--- src/rtl/cfg_pkg.sv ---
package cfg_pkg;

    typedef enum logic [3:0] {
        ST_IDLE,
        ST_ADDR,
        ST_ADDR_ACK,
        ST_CMD,
        ST_CMD_ACK,
        ST_CNT,
        ST_CNT_ACK,
        ST_WDATA,
        ST_WDATA_ACK,
        ST_RDATA,
        ST_RACK,
        ST_HOLD
    } bus_state_t;

endpackage

--- src/rtl/line_filter.sv ---
module line_filter #(
    parameter int STABLE_CYC = 3
) (
    input  logic clk,
    input  logic rst_n,
    input  logic din,
    output logic dout
);
    localparam int CW = $clog2(STABLE_CYC + 1);

    logic          s1, s2;
    logic [CW-1:0] cnt;

    always_ff @(posedge clk or negedge rst_n) begin
        if (!rst_n) begin
            s1   <= 1'b1;
            s2   <= 1'b1;
            dout <= 1'b1;
            cnt  <= '0;
        end else begin
            s1 <= din;
            s2 <= s1;
            if (s2 == dout) begin
                cnt <= '0;
            end else if (cnt == CW'(STABLE_CYC - 1)) begin
                dout <= s2;
                cnt  <= '0;
            end else begin
                cnt <= cnt + 1'b1;
            end
        end
    end

    // the filtered level only ever moves to the synchronized level
    assert_filter_follows_R11: assert property (@(posedge clk) disable iff (!rst_n)
        (dout != $past(dout)) |-> (dout == $past(s2)));

endmodule

--- src/rtl/bus_events.sv ---
module bus_events (
    input  logic clk,
    input  logic rst_n,
    input  logic scl,
    input  logic sda,
    output logic start_ev,
    output logic stop_ev,
    output logic rise_ev,
    output logic fall_ev
);
    logic scl_d, sda_d;

    always_ff @(posedge clk or negedge rst_n) begin
        if (!rst_n) begin
            scl_d <= 1'b1;
            sda_d <= 1'b1;
        end else begin
            scl_d <= scl;
            sda_d <= sda;
        end
    end

    always_comb begin
        start_ev = scl && scl_d && sda_d && !sda;
        stop_ev  = scl && scl_d && !sda_d && sda;
        rise_ev  = scl && !scl_d;
        fall_ev  = !scl && scl_d;
    end

    assert_events_exclusive_R9: assert property (@(posedge clk) disable iff (!rst_n)
        $onehot0({start_ev, stop_ev, rise_ev, fall_ev}));

endmodule

--- src/rtl/cfg_regfile.sv ---
module cfg_regfile #(
    parameter int         NUM_BYTES = 8,
    parameter int         NUM_WR    = 7,
    parameter logic [7:0] ID_VALUE  = 8'h25,
    parameter int         FS_BYTE   = 4,
    parameter int         STAT_BYTE = 6,
    parameter int         FS_W      = 4,
    parameter int         STAT_W    = 5,
    localparam int        IDX_W     = $clog2(NUM_BYTES)
) (
    input  logic                  clk,
    input  logic                  rst_n,
    input  logic                  wr_en,
    input  logic [IDX_W-1:0]      wr_idx,
    input  logic [7:0]            wr_data,
    input  logic [IDX_W-1:0]      rd_idx,
    output logic [7:0]            rd_data,
    input  logic [FS_W-1:0]       strap_fs,
    input  logic [STAT_W-1:0]     pin_status,
    output logic [NUM_WR*8-1:0]   cfg_q
);
    logic [7:0] rd_arr [NUM_BYTES];

    for (genvar g = 0; g < NUM_BYTES; g++) begin : g_byte
        if (g < NUM_WR) begin : g_rw
            localparam logic [7:0] DEF = (g == 0 || g == NUM_WR - 1) ? 8'h00 : 8'hFF;
            logic [7:0] q;
            always_ff @(posedge clk or negedge rst_n) begin
                if (!rst_n)
                    q <= DEF;
                else if (wr_en && wr_idx == IDX_W'(g))
                    q <= wr_data;
            end
            assign cfg_q[g*8 +: 8] = q;
            if (g == FS_BYTE) begin : g_fs
                assign rd_arr[g] = {~strap_fs, q[7-FS_W:0]};
            end else if (g == STAT_BYTE) begin : g_st
                assign rd_arr[g] = {q[7:STAT_W+1], pin_status, q[0]};
            end else begin : g_plain
                assign rd_arr[g] = q;
            end
        end else begin : g_ro
            assign rd_arr[g] = ID_VALUE;
        end
    end

    assign rd_data = rd_arr[rd_idx];

    assert_wr_index_range_R4: assert property (@(posedge clk) disable iff (!rst_n)
        wr_en |-> (wr_idx < IDX_W'(NUM_WR)));
    assert_hold_without_write_R8: assert property (@(posedge clk) disable iff (!rst_n)
        !wr_en |=> $stable(cfg_q));

endmodule

--- src/rtl/cfg_serial_slave.sv ---
module cfg_serial_slave
    import cfg_pkg::*;
#(
    parameter logic [6:0] DEV_ADDR7 = 7'h69,
    parameter int         FILT_LEN  = 3,
    parameter int         NUM_BYTES = 8,
    parameter int         NUM_WR    = 7,
    parameter logic [7:0] ID_VALUE  = 8'h25
) (
    input  logic                clk,
    input  logic                rst_n,
    input  logic                scl_in,
    input  logic                sda_in,
    output logic                sda_out,
    output logic                sda_oe,
    input  logic [3:0]          strap_fs,
    input  logic [4:0]          pin_status,
    output logic [NUM_WR*8-1:0] cfg_q
);
    localparam int IDX_W = $clog2(NUM_BYTES);
    localparam int CNT_W = $clog2(NUM_BYTES + 2);

    logic [1:0] raw_lines, filt_lines;
    assign raw_lines = {scl_in, sda_in};

    for (genvar g = 0; g < 2; g++) begin : g_filt
        line_filter #(.STABLE_CYC(FILT_LEN)) u_filt (
            .clk  (clk),
            .rst_n(rst_n),
            .din  (raw_lines[g]),
            .dout (filt_lines[g])
        );
    end

    logic scl_f, sda_f;
    assign scl_f = filt_lines[1];
    assign sda_f = filt_lines[0];

    logic start_ev, stop_ev, rise_ev, fall_ev;
    bus_events u_ev (
        .clk     (clk),
        .rst_n   (rst_n),
        .scl     (scl_f),
        .sda     (sda_f),
        .start_ev(start_ev),
        .stop_ev (stop_ev),
        .rise_ev (rise_ev),
        .fall_ev (fall_ev)
    );

    bus_state_t       state, state_nx;
    logic [3:0]       bitcnt;
    logic [7:0]       shreg, txsh;
    logic [CNT_W-1:0] ridx, widx;
    logic             ack_ok;
    logic             byte_done, rx_state, ack_state, wr_room, rd_more;
    logic             wr_en;
    logic [7:0]       rd_data;

    always_comb begin
        byte_done = fall_ev && (bitcnt == 4'd8);
        rx_state  = (state == ST_ADDR) || (state == ST_CMD) ||
                    (state == ST_CNT)  || (state == ST_WDATA);
        ack_state = (state == ST_ADDR_ACK) || (state == ST_CMD_ACK) ||
                    (state == ST_CNT_ACK)  || (state == ST_WDATA_ACK);
        wr_room   = widx < CNT_W'(NUM_WR);
        rd_more   = ridx < CNT_W'(NUM_BYTES);
        wr_en     = (state == ST_WDATA) && byte_done && wr_room && !start_ev && !stop_ev;
    end

    cfg_regfile #(
        .NUM_BYTES(NUM_BYTES),
        .NUM_WR   (NUM_WR),
        .ID_VALUE (ID_VALUE)
    ) u_regs (
        .clk       (clk),
        .rst_n     (rst_n),
        .wr_en     (wr_en),
        .wr_idx    (widx[IDX_W-1:0]),
        .wr_data   (shreg),
        .rd_idx    (ridx[IDX_W-1:0]),
        .rd_data   (rd_data),
        .strap_fs  (strap_fs),
        .pin_status(pin_status),
        .cfg_q     (cfg_q)
    );

    // next-state logic
    always_comb begin
        state_nx = state;
        if (start_ev) begin
            state_nx = ST_ADDR;
        end else if (stop_ev) begin
            state_nx = ST_IDLE;
        end else begin
            unique case (state)
                ST_IDLE:      state_nx = ST_IDLE;
                ST_ADDR:      if (byte_done)
                                  state_nx = (shreg[7:1] == DEV_ADDR7) ? ST_ADDR_ACK : ST_HOLD;
                ST_ADDR_ACK:  if (fall_ev) state_nx = shreg[0] ? ST_RDATA : ST_CMD;
                ST_CMD:       if (byte_done) state_nx = ST_CMD_ACK;
                ST_CMD_ACK:   if (fall_ev) state_nx = ST_CNT;
                ST_CNT:       if (byte_done) state_nx = ST_CNT_ACK;
                ST_CNT_ACK:   if (fall_ev) state_nx = ST_WDATA;
                ST_WDATA:     if (byte_done) state_nx = wr_room ? ST_WDATA_ACK : ST_HOLD;
                ST_WDATA_ACK: if (fall_ev) state_nx = ST_WDATA;
                ST_RDATA:     if (fall_ev && bitcnt == 4'd7) state_nx = ST_RACK;
                ST_RACK:      if (fall_ev) state_nx = (ack_ok && rd_more) ? ST_RDATA : ST_HOLD;
                ST_HOLD:      state_nx = ST_HOLD;
                default:      state_nx = ST_IDLE;
            endcase
        end
    end

    // state register
    always_ff @(posedge clk or negedge rst_n) begin
        if (!rst_n) state <= ST_IDLE;
        else        state <= state_nx;
    end

    // shift, count and index datapath
    always_ff @(posedge clk or negedge rst_n) begin
        if (!rst_n) begin
            bitcnt <= '0;
            shreg  <= '0;
            txsh   <= 8'hFF;
            ridx   <= '0;
            widx   <= '0;
            ack_ok <= 1'b0;
        end else if (start_ev) begin
            bitcnt <= '0;
            ridx   <= '0;
            widx   <= '0;
            txsh   <= 8'hFF;
        end else if (!stop_ev) begin
            if (rx_state && rise_ev && bitcnt < 4'd8) begin
                shreg  <= {shreg[6:0], sda_f};
                bitcnt <= bitcnt + 4'd1;
            end
            if (ack_state && fall_ev)
                bitcnt <= '0;
            if (wr_en)
                widx <= widx + 1'b1;
            if (state == ST_ADDR_ACK && fall_ev && shreg[0])
                txsh <= 8'(NUM_BYTES);
            if (state == ST_RDATA && fall_ev) begin
                txsh   <= {txsh[6:0], 1'b1};
                bitcnt <= bitcnt + 4'd1;
            end
            if (state == ST_RACK && rise_ev)
                ack_ok <= !sda_f;
            if (state == ST_RACK && fall_ev) begin
                bitcnt <= '0;
                if (ack_ok && rd_more) begin
                    ridx <= ridx + 1'b1;
                    txsh <= rd_data;
                end else begin
                    txsh <= 8'hFF;
                end
            end
        end
    end

    // line driver
    always_ff @(posedge clk or negedge rst_n) begin
        if (!rst_n) sda_oe <= 1'b0;
        else        sda_oe <= ack_state || (state == ST_RDATA && !txsh[7]);
    end

    assign sda_out = 1'b0;

    assert_start_aborts_R9: assert property (@(posedge clk) disable iff (!rst_n)
        start_ev |=> (state == ST_ADDR));
    assert_hold_releases_R10: assert property (@(posedge clk) disable iff (!rst_n)
        (state == ST_HOLD && $past(state) == ST_HOLD) |-> !sda_oe);
    assert_idle_releases_R1: assert property (@(posedge clk) disable iff (!rst_n)
        (state == ST_IDLE && $past(state) == ST_IDLE) |-> !sda_oe);

endmodule

--- config.mk ---
export PLATFORM = sky130hd
export DESIGN_NAME = cfg_serial_slave
export DESIGN_NICKNAME = d
export VERILOG_FILES = /design/src/rtl/cfg_pkg.sv /design/src/rtl/line_filter.sv /design/src/rtl/bus_events.sv /design/src/rtl/cfg_regfile.sv /design/src/rtl/cfg_serial_slave.sv
export SDC_FILE = /design/constraint.sdc
export NUM_CORES = 1
export LEC_CHECK = 0
export BUFFER_PORTS_ARGS = -buffer_cell sky130_fd_sc_hd__buf_2
export CORE_MARGIN = 2
export CORE_UTILIZATION = 27
export DETAILED_ROUTE_END_ITERATION = 16
export PLACE_DENSITY_LB_ADDON = 0.05
export SYNTH_ARGS = -nofsm -noshare
export SYNTH_HDL_FRONTEND = slang
export SYNTH_SLANG_ARGS = --single-unit
--- constraint.sdc ---
create_clock -name clk -period 2.5 [get_ports clk]
set_clock_uncertainty 0.1 [all_clocks]
set_input_delay 0.5 -clock clk [delete_from_list [all_inputs] [get_ports clk]]
set_output_delay 0.5 -clock clk [all_outputs]
set_load 0.03 [all_outputs]
==> summary by stage, run 1 <==
Power and ir drop
Dividing total power by cell area gives a power density of 846 nW/um^2. Total power for the finished layout comes to 0.00521 W. The peak ir drop on the vdd network is 316 uV. The reported leakage power is 2.81 nW.

CTS
After clock tree synthesis, the clock-pin slew on the worst setup and hold paths is 0.08 ns. The maximum buffer depth of the clock tree is 2. The CTS tree is built. The setup fix buffers added after clock tree synthesis is 0. The hold-fix buffer count after cts is 1. The number of sinks on the clock net is 102. The number of instances resized during post-cts repair is 0. CTS built an H-tree with a depth of 3. The total CTS buffers is 9. In this run the clock root is driven by a sky130_fd_sc_hd__clkbuf_16. The clock latency reported for the late side of the worst-skew pair is 0.35 ns.

Global routing
The combined global-route utilization of all metal layers is 15.3%. The largest net degree at the start of global routing is 44. Summed over all layers, the global routing overflow is 0. The initial antenna violation count came to 0. The via count of the first global-routing pass is 3696. The first-pass GRT wire length is 22900 microns.

Synthesis
The share of the synthesized area in the top cell type is 28.8%. The synthesized design contains 102 register bits. The dominant cell by count in the synthesized netlist is sky130_fd_sc_hd__mux2_2. The most common flop cell mapped by yosys is sky130_fd_sc_hd__dfstp_2.

The average instance area after synthesis is 12.5 sq um. The Yosys warning count is 0. The number of standard cells after synthesis is 408. The number of nets handed over by synthesis was 429.

Of all cell types, the one taking the most synthesized area is sky130_fd_sc_hd__dfstp_2. Of the synthesized area, sequential elements account for 51.4%. The summed instance area of the synthesized netlist is 5100 sq um. Counting distinct cell types in the post-synthesis netlist gives 64. In the post-synthesis netlist, the biggest area contributors are sky130_fd_sc_hd__dfstp_2 (29%), sky130_fd_sc_hd__dfrtp_1 (23%), sky130_fd_sc_hd__mux2_2 (15%).

Counting instances in the post-synthesis netlist gives the leading cell types as sky130_fd_sc_hd__mux2_2 (69), sky130_fd_sc_hd__dfstp_2 (56), sky130_fd_sc_hd__dfrtp_1 (46). For this run, asynchronously set or reset flops after synthesis account for 100%. In this run, synthesis inferred 0 flip-flops with an integrated enable.

Route
For this run, the detailed router's first-pass iteration total came to 4. In the routed design, unresolved DRC markers number 0. The routed length per instance is 19.9 microns. In the routed layout, each cell is associated on average with a via count of 4.82.

The violation count after the first detailed-routing iteration is 167. The count of antenna-violating nets left after detailed routing is 0. The total via count after detailed routing is 3526.

For this block, the routed nets add up to 14600 microns of wire.

STA
The final critical path takes up 89.4% of the cycle. The final-layout worst hold slack is 0.136 ns. The post-layout minimum cycle time is 2.23 ns. The peak clock frequency supported by timing is 447 MHz. Setup repair after global routing left no endpoint under its margin. At the pin with the least slew margin, the transition time is 0.681 ns. The count of final setup violators is 0. The count of final hold-check violations is 0. The worst slew margin relative to its limit is 54.1%. The number of pins exceeding their max-slew limit in the final report was 0. The worst path meets setup with 0.265 ns of slack.

The accumulated negative setup slack is 0 ns.

Critical path
The worst-path maximum fanout is 10. The capture point of the worst path is txsh[7]. The required time of the critical path is 2.68 ns.

The most critical setup path has its startpoint at ridx[0]. The worst register-to-register path ends at txsh[7]. In this run the critical register-to-register path is launched from ridx[0].

The critical path class is reg2reg. The worst setup path is launched from a register. STA classifies the critical path endpoint as a register. The setup check on the worst reg-to-reg path leaves a slack of 0.27 ns.

For the worst flop-to-flop path, the logic depth is 7. The data arrival at the endpoint of the critical path is 2.41 ns.

Final layout
The area of all placed cells without fillers is 6160 sq um. The share of post-route cells with drive strength above 1 is 53.8%. 0 antenna diodes ended up in the layout.

The net total in the final layout is 514. Fill cells in the final layout number 1898. The layout-stage area growth over the synthesis result is 20.8%.

Floorplan
71 I/O pins were placed. The floorplan step defined a die boundary enclosing 20000 sq um. The chip height is 141 microns.

For this configuration, the core starts out at a cell density of 27.4%. The total core area is 18600 sq um. The total number of placement rows is 50. The die is 141 microns wide.

Placed design
The setup slack after placement is 0.234 ns. The placed cell area is 5850 sq um. Detailed placement finished with a half-perimeter wire length of 10800 microns.

The congestion estimate from routability-driven global placement came to 0.807. In this run the tool buffered the top-level ports with 69 buffer cells.

Worst hold path
In this run the worst hold path is classified as in2reg. The number of cells traversed by the worst hold path is 1. The worst hold path begins at sda_in.

Flow run
The max-capacitance violation count is 0.

Status
The run finished with clean final reports.
-- worst min-delay path by stage --
stage / endpoint / slack, ns
2_1_floorplan: ack_ok / 0.10
3_3_place_gp: g_filt[0].u_filt.s2 / 0.25
3_5_place_dp: g_filt[1].u_filt.s2 / 0.25
4_1_cts: g_filt[0].u_filt.s1 / 0.12
5_1_grt: g_filt[0].u_filt.s1 / 0.12
6_report: g_filt[0].u_filt.s1 / 0.14
-- metal layers --
layer / vias to the layer above / part of all wire [%] / global-route usage, %
met5: - / 0 / 0
met3: 2 / 2.8 / 3.61
met4: 0 / 0.33 / 2.84
met1: 1784 / 50 / 22.0
met2: 71 / 47 / 23.7
li1: 1669 / - / -
-- layout by cell type (no fill, tap or decap), drive strengths merged, types with 9 or more instances in the layout --
cell    instances
inv            14
o21ai          11
mux2i           9
nor2           17
nand2          26
a21oi          18
buf            95
nand2b         14
dfstp          56
mux2           69
dfrtp          46
clkbuf         10
-- metrics by stage --
step / util [%] / cells
floorplan: - / 408
detailed placement: 31.4 / 715
CTS: 33.1 / 732
finish: 33.1 / 732
global placement: 31.4 / 715
global route: 33.1 / 732
-- sequential cells by signal, indices dropped and copies added (netlist names) --
name / cells
u_regs.g_byte.g_rw.q: 56
shreg: 8
txsh: 8
bitcnt: 4
g_filt.u_filt.cnt: 4
ridx: 4
state: 4
widx: 4
g_filt.u_filt.dout: 2
g_filt.u_filt.s1: 2
g_filt.u_filt.s2: 2
ack_ok: 1
sda_oe: 1
u_ev.scl_d: 1
u_ev.sda_d: 1
-- report_power, final --
| group | switching (W) | leakage (nW) | internal, W |
|---|---|---|---|
| clock | 0.000693 | 0.148 | 0.000730 |
| combinational | 0.000855 | 1.47 | 0.000681 |
| sequential | 0.000293 | 1.20 | 0.00196 |
| total | 0.00184 | 2.81 | 0.00337 |
-- area by class of cell --
| class | instances | area (sq um) | area share [%] |
|---|---|---|---|
| Clock buffer | 10 | 239 | 3.88 |
| Clock inverter | 6 | 62.6 | 1.02 |
| Inverter | 11 | 41.3 | 0.670 |
| Multi-Input combinational cell | 273 | 2340 | 37.9 |
| Sequential cell | 102 | 2620 | 42.6 |
| Tap cell | 234 | 293 | 4.75 |
| Timing Repair Buffer | 96 | 566 | 9.18 |
-- cells by family (layout without fill, tap and decap cells) --
group / count (synthesis) / after routing / share of synthesized area [%]
DFF: 102 / 102 / 51.4
xor gates and xnor gates: 4 / 4 / 0.687
adders and majority gates: 8 / 8 / 1.96
other: 1 / 1 / 0.0735
buffers and inverters: 33 / 123 / 2.77
AOI/OAI and AO/OA: 72 / 72 / 10.3
and+or+nand+nor: 102 / 102 / 12.3
muxes: 86 / 86 / 20.5
-- critical path, stage by stage (launching register included) --
cell	delay, ns
sky130_fd_sc_hd__dfrtp_1	0.64
sky130_fd_sc_hd__buf_4	0.25
sky130_fd_sc_hd__buf_4	0.20
sky130_fd_sc_hd__nor2b_1	0.35
sky130_fd_sc_hd__nand2_1	0.09
sky130_fd_sc_hd__a31oi_1	0.25
sky130_fd_sc_hd__o21bai_1	0.12
sky130_fd_sc_hd__a21oi_1	0.16
No activity file was read; power rests on OpenSTA's default activity.
==> inputs of run 2 (changes only) <==
Settings changed: RECOVER_POWER set to 50.
==> summary by stage, run 2 (synthesis results as in run 1) <==
Critical path
The required time of the critical path came to 2.68 ns (about the same). The critical path class is reg2reg. The register-to-register setup slack is 0.28 ns (about the same). The type of destination of the critical path is a register. The critical path buffer and inverter count is 2 (unchanged). The largest stage delay on the critical path is 0.64 ns (about the same). The worst-case reg-to-reg path depth is 7 (unchanged). The end of the worst register-to-register path is txsh[7]. The startpoint of the worst-slack reg-to-reg timing path is ridx[0]. The slowest stage of the critical path is the sky130_fd_sc_hd__dfrtp_1 cell.

Among the stages of the critical path, the cell type that occurs most often is sky130_fd_sc_hd__buf_4. The top cell family by delay on the critical path is flip-flops. The critical path launch point type is a register. The worst-path maximum fanout is 10 (unchanged). The data arrival at the endpoint of the critical path is 2.40 ns (about the same). The critical path starts at ridx[0].

Traced cell by cell, the critical path runs through buf_4 -> buf_4 -> nor2b_1 -> nand2_1 -> a31oi_1 -> o21bai_1 -> a21oi_1.

Power and ir drop
The switching part of the total came to 35.5% (+0.16 points). The part of the power in registers was 43.3% (about the same). The net load switching power was 0.00184 W (about the same).

The reported leakage power was 2.73 nW (-2.9%). The proportion of power drawn by combinational gates came to 29.2% (-0.3 points). The relative contribution of the clock network to total power is 27.4% (about the same). The peak ir drop on the vdd network is 315 uV (-0.21%). The design internal power is 0.00335 W (-0.68%). The power per unit of standard cell area was 848 nW/um^2 (+0.20%).

Route
The violation count after the first detailed-routing iteration is 166 (-0.60%). The count of antenna-violating nets left after detailed routing is 0 (unchanged). The routed length per instance is 19.9 microns (-0.32%). The number of vias per cell is 4.83 (+0.34%). The remaining design rule violation count came to 0 (unchanged). The number of detailed-routing iterations run before antenna repair is 4 (unchanged).

The total via count after detailed routing is 3538 (+0.34%). The sum of routed wire length over all layers was 14600 microns (-0.32%).

Worst hold path
The kind of path behind the tightest hold check is in2reg. The number of cells traversed by the worst hold path is 1 (unchanged). The startpoint of the worst hold path is sda_in. The worst hold path endpoint is g_filt[0].u_filt.s1.

Floorplan
The chip height is 141 microns (unchanged). The floorplan die width was 141 microns (unchanged). The starting density of the core is 27.4% (unchanged). The number of top-level design ports was 71 (unchanged).

The total core area is 18600 sq um (unchanged). The full die area is 20000 sq um (unchanged). The total number of placement rows is 50 (unchanged).

STA
The worst slew margin relative to its limit is 7.79% (-46 points). The accumulated negative setup slack is 0 ns (unchanged). Setup repair after global routing left no endpoint under its margin.

The share of the clock period used by the worst path after layout was 89.0% (-0.42 points). The count of final hold-check violations came to 0 (unchanged). The peak clock frequency supported by timing came to 450 MHz (+0.48%). The number of pins exceeding their max-slew limit in the final report is 0 (unchanged). The post-layout minimum cycle time came to 2.22 ns (-0.0106 ns).

The count of final setup violators is 0 (unchanged). The final-layout worst hold slack is 0.135 ns (-0.000691 ns). The worst-margin pin slew is 1.38 ns (+0.702 ns).

The final worst setup slack came to 0.276 ns (+0.0106 ns).

Global routing
The initial antenna violation count was 0 (unchanged). The combined global-route utilization of all metal layers is 15.3% (unchanged). The global-route congestion overflow total is 0 (unchanged). The largest net degree at the start of global routing is 44 (unchanged). The via count of the first global-routing pass is 3696 (unchanged). The first-pass GRT wire length is 22900 microns (unchanged).

Final layout
The utilization after layout is 32.8% (-0.21 points). The share of post-route cells with drive strength above 1 was 49.8% (-4.0 points). The commonest non-fill, non-tap cell in the layout is sky130_fd_sc_hd__mux2_2.

The layout-stage area growth over the synthesis result is 20.0%. In the final layout, the registers with the most flip-flops are u_regs.g_byte.g_rw.q: 56 flops, shreg: 8 flops, txsh: 8 flops. Counting flops per register, the top entry is u_regs.g_byte.g_rw.q. The count of antenna diodes in the layout is 0 (unchanged). The flip-flop count of the largest register after layout was 56 (unchanged). The library cells used most frequently in the layout, excluding fill and tap cells, are sky130_fd_sc_hd__mux2_2 (69), sky130_fd_sc_hd__dfstp_2 (54), sky130_fd_sc_hd__buf_2 (53). The net total in the final layout is 514 (unchanged). The area of all placed cells without fillers is 6120 sq um (-0.63%).

CTS
The clock latency reported for the late side of the worst-skew pair came to 0.35 ns (about the same). The maximum buffer depth of the clock tree is 2 (unchanged). The total CTS buffers was 9 (unchanged). The tree is rooted in a sky130_fd_sc_hd__clkbuf_16.

TritonCTS built the clock tree. The number of sinks on the clock net is 102 (unchanged). The clock-pin slew of the registers on the worst-case setup and hold paths is 0.08 ns (about the same).

The deepest level of the CTS H-tree was 3 (unchanged).

Placed design
The port buffer count is 69 (unchanged). The setup slack after placement is 0.234 ns (unchanged). The detailed placer's ending HPWL came to 10800 microns (unchanged). The final weighted congestion in routability-driven placement was 0.807 (unchanged).

The placed cell area came to 5850 sq um (unchanged).

Flow run
The max-capacitance violation count is 0 (unchanged).

Status
The run finished with clean final reports.
run 2: cell types whose count changed in the layout (fill, tap and decap cells not counted):
cell / change
sky130_fd_sc_hd__clkbuf_1: +18
sky130_fd_sc_hd__buf_2: -15
sky130_fd_sc_hd__buf_4: -3
sky130_fd_sc_hd__dfstp_1: +2
sky130_fd_sc_hd__dfstp_2: -2
sky130_fd_sc_hd__buf_12: -1
sky130_fd_sc_hd__buf_6: +1
run 2: cell type report:
type	count	area [sq um]
Tap cell	234	293
Clock inverter	6	62.6
Clock buffer	10	239
Timing Repair Buffer	96	527
Inverter	11	41.3
Multi-Input combinational cell	273	2340
Fill cell	1902	12500
Sequential cell	102	2620
run 2: worst max-delay path by stage:
stage,depth (start not counted),slack [ns],end
after global routing,7,0.04,txsh[7]
after detailed placement,7,0.23,txsh[7]
after CTS,7,0.20,txsh[7]
after floorplan,5,0.65,bitcnt[3]
final,7,0.28,txsh[7]
after global placement,7,0.21,txsh[7]
run 2: power by group through the flow:
stage / combinational, W / clock [W] / sequential, W
floorplan: 0.00112 / 0 / 0.00217
global placement: 0.00155 / 0 / 0.00228
detailed placement: 0.00155 / 0 / 0.00228
CTS: 0.00155 / 0.00149 / 0.00226
global route: 0.00169 / 0.00156 / 0.00230
finish: 0.00152 / 0.00142 / 0.00225
run 2: timing repair:
item | in CTS | in global routing
buffers inserted | 0 | 0
hold endpoints to repair | 15 | 0
hold buffers | 1 | 0
gates resized for setup | 0 | 0
run 2: layer usage:
| metal | up-vias | global-route usage (%) | wire length, microns |
|---|---|---|---|
| met5 | - | 0 | 0 |
| met4 | 0 | 2.84 | 48 |
| met3 | 2 | 3.61 | 495 |
| met2 | 78 | 23.7 | 6840 |
| met1 | 1792 | 22.0 | 7160 |
| li1 | 1666 | - | - |
run 2: through the flow:
step           power [W]  std cells
2_1_floorplan    0.00329        408
3_3_place_gp     0.00383        715
3_5_place_dp     0.00384        715
4_1_cts          0.00530        732
5_1_grt          0.00554        732
6_report         0.00519        732
